### config.mk
export PLATFORM = sky130hd
export DESIGN_NAME = fp_compare
export DESIGN_NICKNAME = d
export VERILOG_FILES = /design/src/rtl/fcmp_pkg.sv /design/src/rtl/fcmp_classify.sv /design/src/rtl/fcmp_magnitude.sv /design/src/rtl/fcmp_resolve.sv /design/src/rtl/fp_compare.sv
export SDC_FILE = /design/constraint.sdc
export NUM_CORES = 1
export LEC_CHECK = 0
export BUFFER_PORTS_ARGS = -buffer_cell sky130_fd_sc_hd__buf_2
export CAP_MARGIN = 10
export CORE_ASPECT_RATIO = 1.1
export CORE_MARGIN = 1
export CORE_UTILIZATION = 43
export CTS_CLUSTER_DIAMETER = 150
export CTS_CLUSTER_SIZE = 24
export DETAILED_ROUTE_END_ITERATION = 7
export PLACE_DENSITY = 0.78
export SLEW_MARGIN = 15
export SYNTH_ARGS = -nofsm -noshare
export SYNTH_HDL_FRONTEND = slang
export SYNTH_SLANG_ARGS = --single-unit
export TNS_END_PERCENT = 10
### constraint.sdc
create_clock -name clk -period 2.2 [get_ports clk]
set_clock_uncertainty 0.2 [all_clocks]
set_input_delay 0 -clock clk [delete_from_list [all_inputs] [get_ports clk]]
set_output_delay 0 -clock clk [all_outputs]
set_load 0.1 [all_outputs]
### src/rtl/fcmp_pkg.sv
// Shared types for the recoded floating-point comparator.
package fcmp_pkg;

    // Per-operand class bits decoded from a recoded value.
    typedef struct packed {
        logic is_nan;
        logic is_snan;
        logic is_inf;
        logic is_zero;
        logic sign;
    } fcmp_class_t;

    // Relation between the two operands.
    typedef enum logic [1:0] {
        REL_LT = 2'd0,
        REL_EQ = 2'd1,
        REL_GT = 2'd2,
        REL_UN = 2'd3
    } fcmp_rel_t;

    localparam int FLAG_W   = 5;
    localparam int FLAG_INV = 4;

endpackage

### src/rtl/fcmp_classify.sv
// Decodes one recoded operand into class bits, exponent field and fraction.
// Assumes a valid recoded encoding. Only the top three exponent bits mark
// the special classes.
module fcmp_classify
    import fcmp_pkg::*;
#(
    parameter int EXP_W = 8,
    parameter int SIG_W = 24
) (
    input  logic [EXP_W+SIG_W:0] operand,
    output fcmp_class_t          cls,
    output logic [EXP_W:0]       exp_f,
    output logic [SIG_W-2:0]     frac_f
);
    localparam int W    = EXP_W + SIG_W + 1;
    localparam int FMSB = SIG_W - 2;

    logic [2:0] top3;

    // Split the operand into its fields.
    always_comb begin
        exp_f  = operand[W-2 -: EXP_W+1];
        frac_f = operand[FMSB:0];
        top3   = operand[W-2 -: 3];
    end

    // Map the top exponent bits and the fraction MSB onto class flags.
    always_comb begin
        cls.sign    = operand[W-1];
        cls.is_nan  = (top3 == 3'b111);
        cls.is_inf  = (top3 == 3'b110);
        cls.is_zero = (top3 == 3'b000);
        cls.is_snan = (top3 == 3'b111) && !operand[FMSB];
    end
endmodule

### src/rtl/fcmp_magnitude.sv
// Compares operand magnitudes, ignoring sign. Zero is the smallest and
// infinity the largest magnitude. Finite nonzero values compare by exponent
// and then by fraction. Results for NaN operands are don't-care.
module fcmp_magnitude #(
    parameter int EXP_W = 8,
    parameter int SIG_W = 24
) (
    input  logic             a_zero,
    input  logic             a_inf,
    input  logic             b_zero,
    input  logic             b_inf,
    input  logic [EXP_W:0]   exp_a,
    input  logic [EXP_W:0]   exp_b,
    input  logic [SIG_W-2:0] frac_a,
    input  logic [SIG_W-2:0] frac_b,
    output logic             mag_lt,
    output logic             mag_eq
);
    logic exp_lt, exp_eq, frac_lt, frac_eq;

    // Field comparators for the finite path.
    always_comb begin
        exp_lt  = exp_a < exp_b;
        exp_eq  = exp_a == exp_b;
        frac_lt = frac_a < frac_b;
        frac_eq = frac_a == frac_b;
    end

    // Priority chain over the special classes, then the finite compare.
    always_comb begin
        if (a_zero && b_zero) begin
            mag_lt = 1'b0; mag_eq = 1'b1;
        end else if (a_zero) begin
            mag_lt = 1'b1; mag_eq = 1'b0;
        end else if (b_zero) begin
            mag_lt = 1'b0; mag_eq = 1'b0;
        end else if (a_inf && b_inf) begin
            mag_lt = 1'b0; mag_eq = 1'b1;
        end else if (a_inf) begin
            mag_lt = 1'b0; mag_eq = 1'b0;
        end else if (b_inf) begin
            mag_lt = 1'b1; mag_eq = 1'b0;
        end else begin
            mag_lt = exp_lt || (exp_eq && frac_lt);
            mag_eq = exp_eq && frac_eq;
        end
    end
endmodule

### src/rtl/fcmp_resolve.sv
// Combines the class bits and the magnitude order into a four-way relation
// and the invalid flag. Signs apply after the magnitude compare.
module fcmp_resolve
    import fcmp_pkg::*;
(
    input  logic      a_nan,
    input  logic      a_snan,
    input  logic      a_zero,
    input  logic      a_sign,
    input  logic      b_nan,
    input  logic      b_snan,
    input  logic      b_zero,
    input  logic      b_sign,
    input  logic      mag_lt,
    input  logic      mag_eq,
    input  logic      sig_mode,
    output fcmp_rel_t rel,
    output logic      invalid
);
    // Choose the relation: unordered first, then zeros, then signs.
    always_comb begin
        if (a_nan || b_nan)
            rel = REL_UN;
        else if (a_zero && b_zero)
            rel = REL_EQ;
        else if (a_sign != b_sign)
            rel = a_sign ? REL_LT : REL_GT;
        else if (mag_eq)
            rel = REL_EQ;
        else if (mag_lt ^ a_sign)
            rel = REL_LT;
        else
            rel = REL_GT;
    end

    // Invalid: any NaN in signaling mode, signaling NaNs only in quiet mode.
    always_comb begin
        if (sig_mode)
            invalid = a_nan || b_nan;
        else
            invalid = a_snan || b_snan;
    end
endmodule

### src/rtl/fp_compare.sv
// Top of the recoded floating-point comparator. Decodes both operands,
// compares them and registers the four-way relation and the flag vector.
// Latency is one clock. Reset is synchronous and active low.
module fp_compare
    import fcmp_pkg::*;
#(
    parameter int EXP_W = 8,
    parameter int SIG_W = 24
) (
    input  logic                   clk,
    input  logic                   rst_n,
    input  logic [EXP_W+SIG_W:0]   in_a,
    input  logic [EXP_W+SIG_W:0]   in_b,
    input  logic                   sig_mode,
    output logic                   res_lt,
    output logic                   res_eq,
    output logic                   res_gt,
    output logic                   res_unord,
    output logic [FLAG_W-1:0]      exc_flags
);
    localparam int W     = EXP_W + SIG_W + 1;
    localparam int N_OPS = 2;

    logic [W-1:0]     ops  [N_OPS];
    fcmp_class_t      cls  [N_OPS];
    logic [EXP_W:0]   expf [N_OPS];
    logic [SIG_W-2:0] frac [N_OPS];

    logic      mag_lt, mag_eq, invalid;
    fcmp_rel_t rel;

    // Gather the operands into an array for the decoder loop.
    always_comb begin
        ops[0] = in_a;
        ops[1] = in_b;
    end

    for (genvar i = 0; i < N_OPS; i++) begin : g_dec
        fcmp_classify #(.EXP_W(EXP_W), .SIG_W(SIG_W)) u_cls (
            .operand (ops[i]),
            .cls     (cls[i]),
            .exp_f   (expf[i]),
            .frac_f  (frac[i])
        );
    end

    fcmp_magnitude #(.EXP_W(EXP_W), .SIG_W(SIG_W)) u_mag (
        .a_zero (cls[0].is_zero),
        .a_inf  (cls[0].is_inf),
        .b_zero (cls[1].is_zero),
        .b_inf  (cls[1].is_inf),
        .exp_a  (expf[0]),
        .exp_b  (expf[1]),
        .frac_a (frac[0]),
        .frac_b (frac[1]),
        .mag_lt (mag_lt),
        .mag_eq (mag_eq)
    );

    fcmp_resolve u_res (
        .a_nan    (cls[0].is_nan),
        .a_snan   (cls[0].is_snan),
        .a_zero   (cls[0].is_zero),
        .a_sign   (cls[0].sign),
        .b_nan    (cls[1].is_nan),
        .b_snan   (cls[1].is_snan),
        .b_zero   (cls[1].is_zero),
        .b_sign   (cls[1].sign),
        .mag_lt   (mag_lt),
        .mag_eq   (mag_eq),
        .sig_mode (sig_mode),
        .rel      (rel),
        .invalid  (invalid)
    );

    // Output register: one-hot relation and flag vector.
    always_ff @(posedge clk) begin
        if (!rst_n) begin
            res_lt    <= 1'b0;
            res_eq    <= 1'b0;
            res_gt    <= 1'b0;
            res_unord <= 1'b0;
            exc_flags <= '0;
        end else begin
            res_lt    <= (rel == REL_LT);
            res_eq    <= (rel == REL_EQ);
            res_gt    <= (rel == REL_GT);
            res_unord <= (rel == REL_UN);
            exc_flags <= {invalid, {(FLAG_W-1){1'b0}}};
        end
    end
endmodule

# Word-level counts from Yosys, hierarchy flattened

Index checks and enable logic that the tools add are counted.

Register bits after elaboration: 9
Input bits: 69

Bitwise operators: 1
Magnitude comparators: 2
Muxes and demuxes: 19
Reductions and logical operators: 14
Equality and inequality tests: 10

Operators with widths:

| kind                 | number |
|---|---|
| $eq A23 B23 Y1       | 1 |
| $lt A23 B23 Y1       | 1 |
| $mux W1              | 13 |
| $eq A3 B3 Y1 const B | 4 |
| $mux W2              | 6 |
| $eq A9 B9 Y1         | 1 |
| $lt A9 B9 Y1         | 1 |
| $logic_and A1 B1 Y1  | 6 |
| $logic_not A3 Y1     | 2 |
| $eq A2 B2 Y1 const B | 2 |
| $logic_or A1 B1 Y1   | 3 |
| $eq A2 B1 Y1 const B | 1 |
| $logic_not A1 Y1     | 2 |
| $logic_not A2 Y1     | 1 |
| $ne A1 B1 Y1         | 1 |
| $xor A1 B1 Y1        | 1 |

# Depth between registers and ports, before layout

Depth after elaboration: 16
Depth in mapped cells: 9
Gate-level depth less buffers: 9

# Cells and area by module

A second synthesis with hierarchy kept.

Cell total of the unflattened synthesis: 219
Area total of the unflattened synthesis: 1700.4 µm²

Modules (own cells, without submodules):

| module         | cells each | area each (µm²) | instances | seq. area each (µm²) |
|---|---|---|---|---|
| fcmp_magnitude | 117        | 890.9           | 1         | 0.0 |
| fcmp_classify  | 37         | 280.3           | 2         | 0.0 |
| fp_compare     | 15         | 177.7           | 1         | 100.1 |
| fcmp_resolve   | 13         | 71.3            | 1         | 0.0 |

# Least setup slack after synthesis

Ideal clock, no wire load.

Path kind: input to register
From: input port in_b[21]
To: register res_lt
Setup time: 74 ps
Required time: 1926 ps
Path buffers: 0
Stages: 9
Arrival: 1800 ps
Slack: 125 ps
Cells stage by stage: inv_1 ha_1 nand4_2 nor4_2 nor3b_2 o21a_2 o31ai_2 or4b_1 a31oi_1

Word-level cells in the longest chain between the ends: 16

RTL lines:

| what                   | RTL line             | RTL |
|---|---|---|
| start: declaration     | fp_compare.sv:13     | `input logic [EXP_W+SIG_W:0] in_b,` |
| $lt A23 B23 Y1         | fcmp_magnitude.sv:25 | `frac_lt = frac_a < frac_b;` |
| $logic_and A1 B1 Y1    | fcmp_magnitude.sv:44 | `mag_lt = exp_lt \|\| (exp_eq && frac_lt);` |
| $logic_or A1 B1 Y1     | fcmp_magnitude.sv:44 |  |
| $mux W1                | fcmp_magnitude.sv:41 | `end else if (b_inf) begin` |
| $mux W1                | fcmp_magnitude.sv:39 | `end else if (a_inf) begin` |
| $mux W1                | fcmp_magnitude.sv:37 | `end else if (a_inf && b_inf) begin` |
| $mux W1                | fcmp_magnitude.sv:35 | `end else if (b_zero) begin` |
| $mux W1                | fcmp_magnitude.sv:33 | `end else if (a_zero) begin` |
| $mux W1                | fcmp_magnitude.sv:31 | `if (a_zero && b_zero) begin` |
| $xor A1 B1 Y1          | fcmp_resolve.sv:30   | `else if (mag_lt ^ a_sign)` |
| $mux W2                | fcmp_resolve.sv:30   |  |
| $mux W2 *              | fcmp_resolve.sv:28   | `else if (mag_eq)` |
| $mux W2 *              | fcmp_resolve.sv:26   | `else if (a_sign != b_sign)` |
| $mux W2 *              | fcmp_resolve.sv:24   | `else if (a_zero && b_zero)` |
| $mux W2 *              | fcmp_resolve.sv:22   | `if (a_nan \|\| b_nan)` |
| $logic_not A2 Y1 *     | fp_compare.sv:85     | `res_lt <= (rel == REL_LT);` |
| end signal: assignment | fp_compare.sv:85     |  |
| end: declaration       | fp_compare.sv:15     | `output logic res_lt,` |

Mark *: on every way between the ends. The rest lies on a longest branch, timed or not.
A chain may end at the register's enable or synchronous reset.

# Final worst setup path

Ends and elaborated chain as after synthesis.

==> impl_metrics.json <==
{
  "hold_path_class": "in2reg",
  "number_of_antenna_violations_at_the_first_check_in_global_routing": 0,
  "gp_congestion": 0.8584,
  "cts_root_buffer": "sky130_fd_sc_hd__clkbuf_4",
  "timing.critical_path.arrival_ns": 1.97,
  "num_antenna_cells": 0,
  "async_reset_ff_frac": 0,
  "io_buffers": 73,
  "placed_wire_length_estimate_mm": 2.427,
  "timing.final.crit_period_ns": 2.001,
  "synthesis.yosys.warnings": 0,
  "synth.yosys.seq_area_share": 0.08448,
  "die_footprint_mm2": 0.002970,
  "clk_path_buf_depth": 2,
  "switchingPower_mw": 0.2279,
  "synth_edf_count": 0,
  "avgViaCountPerCell": 4.909,
  "final_net_count": 357,
  "slew_viol_final": 0,
  "wl_met1_mm": 1.113,
  "track_usage": 0.2033,
  "layout_setup_ws_ns": 0.1987,
  "max-cap-violations": 0,
  "setup_viol": 0,
  "floorplan.die.width_um": 52.05,
  "vdd_drop_max_mv": 0.4238,
  "synthesized_cell_area_mm2": 0.001185,
  "rsz_0062_raised_after_global_routing": "no",
  "place_ws_ns": -0.07340,
  "top_level_ports": 78,
  "dr.pass1.iters": 4,
  "static-leakage-power_nw": 1.016,
  "report.final.hold_viol_count": 0,
  "share_comb_of_total_power": 0.613,
  "route.antenna.remaining_nets": 0,
  "startpoint_type": "primary input",
  "topRoutingLayerUsed": "met3",
  "power.share.sequential": 0.185,
  "power_frac_clock": 0.202,
  "run_status": "completed",
  "number_of_global_route_vias_before_repair": 1304,
  "max_freq_ghz": 0.4997,
  "cts_htree_levels": 1,
  "power_switching_share": 0.4316,
  "final_hold_slack_ns": 0.01391,
  "yosys.cell_types.count": 36,
  "wl_met2_mm": 1.454,
  "flow.area_growth_from_synthesis_pct": 45.30,
  "postSynthRegisterBits": 5,
  "initial_utilization": 0.4658,
  "min_delay_path_depth": 5,
  "drcViolationCount": 0,
  "placeableCoreArea_mm2": 0.002544,
  "critical_path.max_fanout": 3,
  "route.met3.wl_um": 202,
  "min_period_over_period": 0.9097,
  "layout-drive-gt1-share": 0.3490,
  "drt_iter0_markers": 9,
  "internal-power_mw": 0.3001,
  "globalRoute.totalOverflow": 0,
  "timing.critical_path.required_ns": 2.17,
  "route.final.wire_length_mm": 2.769,
  "end_kind": "register",
  "setup_total_negative_slack_ns": 0,
  "cts_made_buffers": 3,
  "fp.dieH_um": 57.06,
  "dpl_cell_area_mm2": 0.001615,
  "placementRows": 19,
  "tritoncts_clock_tree": "done",
  "detailroute.via_count": 1404,
  "average_size_of_a_mapped_cell_um2": 7.181,
  "pwr_density_cell_mw_per_mm2": 306.7,
  "grt_first_pass_wirelength_mm": 4.767,
  "number_of_cells_produced_by_synthesis": 165,
  "cts.sink_count": 5,
  "post_drt_wl_per_cell_um": 9.682,
  "postLayoutCellArea_mm2": 0.001722,
  "largest_net_degree_at_the_start_of_global_routing": 8,
  "crit_type": "in2reg",
  "path_clk_slew_ns": 0.04,
  "synthFlopType": "sky130_fd_sc_hd__dfxtp_1"
}
-- final timing paths --
kind	start	endpoint
worst max-delay path	in_b[21]	res_lt
worst min-delay path	in_a[22]	exc_flags[4]
-- final cells by class --
class,instances,area [um2]
timing repair buffer,87,490.5
sequential,5,100.1
clock buffer,4,26.28
multi-input combinational,122,927.1
inverter,37,138.9
fill,258,822.0
tap,31,38.79
-- power groups by stage --
stage                     combinational [mW]  sequential, mW  clock, mW
after CTS                              0.326          0.0977      0.110
after detailed placement               0.315          0.0992          0
after global routing                   0.364          0.0981      0.119
after floorplan                        0.169           0.141          0
final                                  0.324          0.0978      0.107
after global placement                 0.309          0.0992          0
-- metrics by stage --
stage / total power, mW / cells / utilization
final: 0.5281 / 286 / 0.6768
after global routing: 0.5803 / 286 / 0.6768
after CTS: 0.5340 / 286 / 0.6768
after detailed placement: 0.4147 / 274 / 0.6350
after global placement: 0.4080 / 274 / 0.6350
after floorplan: 0.3102 / 168 / -
-- Yosys cell counts (all sizes together) (2+ instances only) --
library cell	instances	area, um2
nor3	3	15.01
nor2	8	30.03
a211oi	2	15.01
nand4	5	43.79
o31ai	2	20.02
inv	37	138.9
dfxtp	5	100.1
nor4b	2	17.52
ha	32	400.4
nor2b	3	18.77
nand2b	2	12.51
nand3	7	35.03
a21oi	16	80.08
o21ai	8	40.04
nand2	11	41.29
nor4	2	18.77
buf	4	30.03
-- placed cells by master, fill, tap and decap left out --
cell type,n
sky130_fd_sc_hd__nor4_1,1
sky130_fd_sc_hd__nand3_1,7
sky130_fd_sc_hd__a211oi_1,2
sky130_fd_sc_hd__o21a_2,1
sky130_fd_sc_hd__nand4_1,3
sky130_fd_sc_hd__a211o_1,1
sky130_fd_sc_hd__nand2_1,11
sky130_fd_sc_hd__o21ai_0,8
sky130_fd_sc_hd__o221ai_1,1
sky130_fd_sc_hd__clkbuf_4,3
sky130_fd_sc_hd__a21o_1,1
sky130_fd_sc_hd__dlygate4sd3_1,8
sky130_fd_sc_hd__nand4_2,2
sky130_fd_sc_hd__a21boi_0,1
sky130_fd_sc_hd__o22ai_1,1
sky130_fd_sc_hd__a31oi_1,1
sky130_fd_sc_hd__a31o_2,1
sky130_fd_sc_hd__nor4_2,1
sky130_fd_sc_hd__nand4b_1,1
sky130_fd_sc_hd__or4_1,1
sky130_fd_sc_hd__buf_2,73
sky130_fd_sc_hd__o31ai_2,1
sky130_fd_sc_hd__conb_1,4
sky130_fd_sc_hd__ha_1,32
sky130_fd_sc_hd__or4b_1,1
sky130_fd_sc_hd__dfxtp_1,5
sky130_fd_sc_hd__and2_1,1
sky130_fd_sc_hd__inv_1,37
sky130_fd_sc_hd__o32ai_1,1
sky130_fd_sc_hd__nor2b_1,3
sky130_fd_sc_hd__clkbuf_1,1
sky130_fd_sc_hd__a22oi_1,1
sky130_fd_sc_hd__nor3b_2,1
sky130_fd_sc_hd__nor2_1,8
sky130_fd_sc_hd__o31ai_1,1
sky130_fd_sc_hd__nor4b_1,2
sky130_fd_sc_hd__nand2b_1,2
sky130_fd_sc_hd__nor3_1,3
sky130_fd_sc_hd__a21oi_1,16
sky130_fd_sc_hd__buf_4,6
-- cell families (layout without fill, tap and decap cells) --
logic type	after synthesis	count (layout)	synth area share
flops	5	5	0.08448
simple gates	48	48	0.2344
buf+inv	41	128	0.1426
compound gates	38	38	0.1975
other cells	1	4	0.003165
fa+ha+maj	32	32	0.3379
-- layer usage --
layer | global-route usage | vias to the layer above
li1 | - | 754
met1 | 0.2177 | 597
met2 | 0.4084 | 53
met3 | 0.03733 | 0
met4 | 0.01931 | 0
met5 | 0 | -
-- state kept, by name, summed over array words and instances, names as in the netlist --
signal / flops
res_lt: 1
res_gt: 1
res_unord: 1
res_eq: 1
exc_flags: 1
-- critical path, cell delays in order --
cell and delay (ns):
sky130_fd_sc_hd__buf_2 0.08, sky130_fd_sc_hd__inv_1 0.03, sky130_fd_sc_hd__ha_1 0.29, sky130_fd_sc_hd__nand4_2 0.13
sky130_fd_sc_hd__nor4_2 0.30, sky130_fd_sc_hd__nor3b_2 0.24, sky130_fd_sc_hd__o21a_2 0.16, sky130_fd_sc_hd__o31ai_2 0.08
sky130_fd_sc_hd__or4b_1 0.50, sky130_fd_sc_hd__a31oi_1 0.16
-- timing repair --
action,CTS,global route
gates resized for setup,0,0
hold buffers,8,0
endpoints found under the hold margin,5,0
buffers inserted,0,0
No activity file was read; power rests on OpenSTA's default activity.
